==> config.mk <==
export PLATFORM = sky130hd
export DESIGN_NAME = ramp_gain_atten
export DESIGN_NICKNAME = d
export VERILOG_FILES = /design/src/rtl/atten_pkg.sv /design/src/rtl/atten_target_sel.sv /design/src/rtl/atten_gain_ctrl.sv /design/src/rtl/atten_scaler.sv /design/src/rtl/ramp_gain_atten.sv
export SDC_FILE = /design/constraint.sdc
export NUM_CORES = 1
export LEC_CHECK = 0
export BUFFER_PORTS_ARGS = -buffer_cell sky130_fd_sc_hd__clkbuf_2
export CAP_MARGIN = 20
export CELL_PAD_IN_SITES_DETAIL_PLACEMENT = 1
export CELL_PAD_IN_SITES_GLOBAL_PLACEMENT = 2
export CORE_UTILIZATION = 42
export DETAILED_ROUTE_END_ITERATION = 10
export PLACE_DENSITY = 0.85
export SYNTH_ARGS = -nofsm -noshare
export SYNTH_HDL_FRONTEND = slang
export SYNTH_SLANG_ARGS = --single-unit
==> constraint.sdc <==
create_clock -name clk -period 47.6 [get_ports clk]
set_clock_uncertainty 0.1 [all_clocks]
set_input_delay 7.14 -clock clk [delete_from_list [all_inputs] [get_ports clk]]
set_output_delay 7.14 -clock clk [all_outputs]
set_load 0.005 [all_outputs]
==> src/rtl/atten_pkg.sv <==
package atten_pkg;

    localparam int SAMPLE_W  = 16;
    localparam int GAIN_W    = 7;
    localparam int NUM_CH    = 2;
    localparam int GAIN_FULL = (1 << GAIN_W) - 1;
    localparam int PROD_W    = SAMPLE_W + GAIN_W + 1;

    typedef logic signed [SAMPLE_W-1:0] sample_t;
    typedef logic        [GAIN_W-1:0]   gain_t;
    typedef logic        [SAMPLE_W:0]   mag_t;

    typedef enum logic [1:0] {
        STEP_HOLD = 2'd0,
        STEP_UP   = 2'd1,
        STEP_DOWN = 2'd2
    } step_dir_e;

    // Direction in which the counter has to travel to meet its goal.
    function automatic step_dir_e step_dir(gain_t cur, gain_t goal);
        if (cur < goal)      return STEP_UP;
        else if (cur > goal) return STEP_DOWN;
        else                 return STEP_HOLD;
    endfunction

    // Exact sample * g / GAIN_FULL, truncated toward zero.
    function automatic sample_t scale_sample(sample_t s, gain_t g);
        logic signed [PROD_W-1:0] prod;
        logic signed [PROD_W-1:0] quot;
        prod = $signed(s) * $signed({1'b0, g});
        quot = prod / $signed(PROD_W'(GAIN_FULL));
        return quot[SAMPLE_W-1:0];
    endfunction

    // Absolute value, one bit wider so that the most negative code fits.
    function automatic mag_t magnitude(sample_t s);
        logic signed [SAMPLE_W:0] w;
        w = {s[SAMPLE_W-1], s};
        return (w < 0) ? mag_t'(-w) : mag_t'(w);
    endfunction

endpackage

==> src/rtl/atten_target_sel.sv <==
module atten_target_sel
    import atten_pkg::*;
(
    input  gain_t target_gain,
    input  logic  mute_req,
    output gain_t eff_target
);
    always_comb begin
        eff_target = mute_req ? gain_t'(0) : target_gain;
    end
endmodule

==> src/rtl/atten_gain_ctrl.sv <==
module atten_gain_ctrl
    import atten_pkg::*;
#(
    parameter int STEP_SAMPLES = 8
) (
    input  logic  clk,
    input  logic  rst,
    input  logic  valid,
    input  gain_t goal,
    output gain_t gain_q
);
    localparam int TMR_W = (STEP_SAMPLES > 1) ? $clog2(STEP_SAMPLES) : 1;
    localparam logic [TMR_W-1:0] TMR_LAST = TMR_W'(STEP_SAMPLES - 1);

    logic [TMR_W-1:0] timer_q;
    step_dir_e        dir;

    always_comb begin
        dir = step_dir(gain_q, goal);
    end

    always_ff @(posedge clk) begin
        if (rst) begin
            gain_q  <= '0;
            timer_q <= '0;
        end else if (dir == STEP_HOLD) begin
            timer_q <= '0;
        end else if (valid) begin
            if (timer_q == TMR_LAST) begin
                timer_q <= '0;
                if (dir == STEP_UP) gain_q <= gain_q + gain_t'(1);
                else                gain_q <= gain_q - gain_t'(1);
            end else begin
                timer_q <= timer_q + TMR_W'(1);
            end
        end
    end


    toward_goal_chk: assert property (@(posedge clk) disable iff (rst)
        1'b1 |=> ((gain_q == $past(gain_q)) ||
                  (({1'b0, gain_q} == {1'b0, $past(gain_q)} + 8'd1) && ($past(gain_q) < $past(goal))) ||
                  (({1'b0, gain_q} + 8'd1 == {1'b0, $past(gain_q)}) && ($past(gain_q) > $past(goal)))));


    idle_hold_chk: assert property (@(posedge clk) disable iff (rst)
        !valid |=> $stable(gain_q));


    window_restart_chk: assert property (@(posedge clk) disable iff (rst)
        (gain_q == goal) |=> (timer_q == '0));

endmodule

==> src/rtl/atten_scaler.sv <==
module atten_scaler
    import atten_pkg::*;
(
    input  logic    clk,
    input  logic    rst,
    input  logic    in_valid,
    input  sample_t in_sample,
    input  gain_t   gain,
    output sample_t out_sample
);
    always_ff @(posedge clk) begin
        if (rst)           out_sample <= '0;
        else if (in_valid) out_sample <= scale_sample(in_sample, gain);
    end


    unity_pass_chk: assert property (@(posedge clk) disable iff (rst)
        (in_valid && gain == gain_t'(GAIN_FULL)) |=> (out_sample == $past(in_sample)));


    silence_chk: assert property (@(posedge clk) disable iff (rst)
        (in_valid && gain == '0) |=> (out_sample == '0));


    no_growth_chk: assert property (@(posedge clk) disable iff (rst)
        in_valid |=> (magnitude(out_sample) <= magnitude($past(in_sample))));

endmodule

==> src/rtl/ramp_gain_atten.sv <==
module ramp_gain_atten
    import atten_pkg::*;
#(
    parameter int STEP_SAMPLES = 8
) (
    input  logic                       clk,
    input  logic                       rst,
    input  logic                       in_valid,
    input  logic signed [SAMPLE_W-1:0] in_left,
    input  logic signed [SAMPLE_W-1:0] in_right,
    input  logic        [GAIN_W-1:0]   target_gain,
    input  logic                       mute_req,
    output logic                       out_valid,
    output logic signed [SAMPLE_W-1:0] out_left,
    output logic signed [SAMPLE_W-1:0] out_right,
    output logic        [GAIN_W-1:0]   gain_now
);
    gain_t   eff_target;
    gain_t   gain_q;
    sample_t ch_in  [NUM_CH];
    sample_t ch_out [NUM_CH];

    atten_target_sel u_tsel (
        .target_gain (target_gain),
        .mute_req    (mute_req),
        .eff_target  (eff_target)
    );

    atten_gain_ctrl #(.STEP_SAMPLES(STEP_SAMPLES)) u_gctl (
        .clk    (clk),
        .rst    (rst),
        .valid  (in_valid),
        .goal   (eff_target),
        .gain_q (gain_q)
    );

    assign ch_in[0] = in_left;
    assign ch_in[1] = in_right;

    // every channel sees the one shared counter value
    for (genvar c = 0; c < NUM_CH; c++) begin : g_ch
        atten_scaler u_scl (
            .clk        (clk),
            .rst        (rst),
            .in_valid   (in_valid),
            .in_sample  (ch_in[c]),
            .gain       (gain_q),
            .out_sample (ch_out[c])
        );
    end

    always_ff @(posedge clk) begin
        if (rst) out_valid <= 1'b0;
        else     out_valid <= in_valid;
    end

    assign out_left  = ch_out[0];
    assign out_right = ch_out[1];
    assign gain_now  = gain_q;


    valid_delay_chk: assert property (@(posedge clk) disable iff (rst)
        1'b1 |=> (out_valid == $past(in_valid)));


    mute_floor_chk: assert property (@(posedge clk) disable iff (rst)
        (mute_req && gain_now == '0) |=> (gain_now == '0));

endmodule

==> results by group <==
Outcome
  • Status: complete, no violations

Layout
  • Commonest non-fill, non-tap cell in the layout: inv_1
  • N_diodes: 0
  • Most frequent cells in the layout: 291 x inv_1, 218 x nand2_1, 210 x nor2_1
  • Synth-to-Final Area Change: 5.42%
  • Design Area, Final: between 0.02 and 0.025 mm^2
  • Layout cells sized above 1: 0.0915
  • Final Net Count: 3206
  • Final cell count without fillers: 3545

Synthesis
  • Mean post-synth cell area: 7.59 um^2
  • Fraction of registers with async set or reset after synthesis: 0
  • Flops & latches, synth: 43
  • Cells after Synth: 2855
  • Synth unique cells: 136
  • Synth warn: 0
  • Cell taking the most area after synthesis: fa_1
  • Dominant synthesized flop cell: dfxtp_1
  • Synth area leaders: fa_1 16%, ha_1 6.8%, and2_1 5.9%
  • Post-synth EDFFs: 0
  • Syn Nets: 3189
  • Mapped cell area: ~0.022 mm^2
  • Post-synthesis sequential area ratio: 0.0397
  • Yosys top cell area share: 0.160

Global route
  • Vias in the first global route: about 23000
  • First-pass GRT wire length: between 100000 and 150000 um
  • Initial antenna violation count: 8
  • GRT Util Overall: 0.275
  • Gr ovfl total: 0
  • Largest net degree at the start of global routing: 38

Critical path
  • Cell mode on critical path: fa_1
  • Slowest cell on crit path: a21boi_1
  • CP Launch Type: input port
  • Setup CP Type: input port to register
  • Largest stage delay, worst path: 0.81 ns
  • CP startpoint: in_right[2]
  • Req. time, crit path: about 48 ns
  • R2R setup slack: 27.37 ns
  • Maximum fanout along the worst path: 36
  • CP Data Arrival Time: roughly 26 ns
  • Reg-to-Reg Start: u_gctl.gain_q[4]
  • CP endpoint kind: register

Die
  • Num rows: approximately 80
  • Area of the core: 0.0506 mm^2
  • I/O pin total: 83
  • Total die area: 0.0525 mm^2
  • Die height: approximately 230 um
  • Initial Utilization: 0.429
  • Die Span X: 229 um

Routing
  • DRC viols: 0
  • DR WL/cell: 20.6 um
  • Vias per inst: 6.21
  • Vias: 22000
  • Initial DRC Count: 1089
  • Drt total wl: between 70000 and 80000 um
  • Initial DRT Pass Iterations: 5
  • ANT nets after route: 0

Pwr
  • Pwr Total: 0.0861 mW
  • Pleak: 9.98 nW
  • Peak supply drop: 0.0102 mV
  • PwrDens: 3.77 mW/mm^2

Timing
  • Final hold viol count: 0
  • Slew Limit Fails: 0
  • Slew Limit Headroom: 0.297
  • Min Tclk post-route: 26.18 ns
  • Max Freq: between 30 and 40 MHz
  • Hold_ws: 0.370 ns
  • RSZ-0062 raised after global routing: false
  • Setup TNS Final: 0 ns
  • Final setup fails: 0
  • Slew @ Worst Pin: 1.05 ns
  • Final Cycle Share: 0.550

Clock network
  • Clock-pin slew on the worst setup and hold paths: 0.07 ns
  • Hold buffer count at CTS: 0
  • Setup bufs post-CTS: 0
  • Cts bufs inserted: 5
  • Clk Tree Root Cell: clkbuf_16
  • Post-CTS Resized: 0
  • Max Buffers Root-to-Sink: 2
  • H-tree depth: 2
  • TritonCTS clock tree: built
  • Clock sink count: 43
  • Worst-Skew Late Latency: just over 0.3 ns

Place
  • I/O Buffers: 82
  • Placed Instances: approximately 3500
  • Cell Area, Placed: around 0.023 mm^2
  • Final HPWL DP: 60500 um
  • Routability cong.: 0.913

Worst hold path
  • Hold Path Origin: g_ch[1].u_scl.out_sample[14]
  • Hold Path Class: register to register

Job
  • Max Cap Violations: 0
## final timing paths
check                           cells after the start                           end
worst max-delay path                               58  g_ch[1].u_scl.out_sample[10]
worst min-delay path                                2  g_ch[1].u_scl.out_sample[14]
worst max register to register                     58  g_ch[1].u_scl.out_sample[10]
worst min register to register                      2  g_ch[1].u_scl.out_sample[14]
## state kept, by name, indices dropped and copies added (netlist names)
signal,count
out_valid,1
u_gctl.timer_q,3
g_ch.u_scl.out_sample,32
u_gctl.gain_q,7
## routing by layer
layer | GRT usage | wire [um] | up-vias
li1 | - | - | 10400
met1 | 0.359 | 33700 | 11100
met2 | 0.493 | 35900 | 331
met3 | 0.0244 | 2240 | 87
met4 | 0.0519 | 1110 | 16
met5 | 0 | 113 | -
## area by class of cell
| type | instances | area [um^2] |
|---|---|---|
| Sequential cell | 43 | 861 |
| Multi-Input combinational cell | 2431 | 19300 |
| Clock inverter | 2 | 16.3 |
| Timing Repair Buffer | 99 | 558 |
| Fill cell | 6335 | 27700 |
| Inverter | 292 | 1100 |
| Clock buffer | 6 | 139 |
| Tap cell | 672 | 841 |
## critical path: cells and delay by family
kind	cells	cell delay, ns
mux	4	2.03
xor+xnor	4	0.97
compound gates	17	6.52
simple gates	22	6.11
buf+inv	4	0.53
fa+ha+maj	7	2.89
## power by group
group          switching (mW)  internal [mW]
sequential           0.000227         0.0363
combinational         0.00759        0.00325
clock                  0.0176         0.0211
total                  0.0255         0.0606
## cell usage after synthesis (29+ instances only)
cell      instances
a211oi_1         40
a21o_1           54
a21oi_1         138
a31oi_1          46
and2_1          205
and3_1           38
clkbuf_1         59
dfxtp_1          43
fa_1            173
ha_1            118
inv_1           291
mux2i_1          42
nand2_1         218
nand3_1          83
nand4_1          30
nor2_1          210
nor3_1           92
nor4_1           35
o211ai_1         46
o21ai_0          97
or3_1            29
xnor2_1         115
xor2_1           49
## through the flow
step	utilization	worst slack [ns]
2_1_floorplan	-	24.47
3_5_place_dp	0.448	21.09
5_1_grt	0.452	19.81
3_3_place_gp	0.448	21.29
6_report	0.452	21.42
4_1_cts	0.451	21.34
## logic make-up (layout without fill, tap and decap cells)
group | Yosys count | in the layout | synth area share
buf+inv | 381 | 399 | 0.0685
fa+ha+maj | 293 | 293 | 0.229
xor+xnor | 168 | 168 | 0.0693
flops | 43 | 43 | 0.0397
compound gates | 819 | 819 | 0.293
simple gates | 1092 | 1092 | 0.271
mux | 59 | 59 | 0.0293
Power figures use the tool's default switching activity.
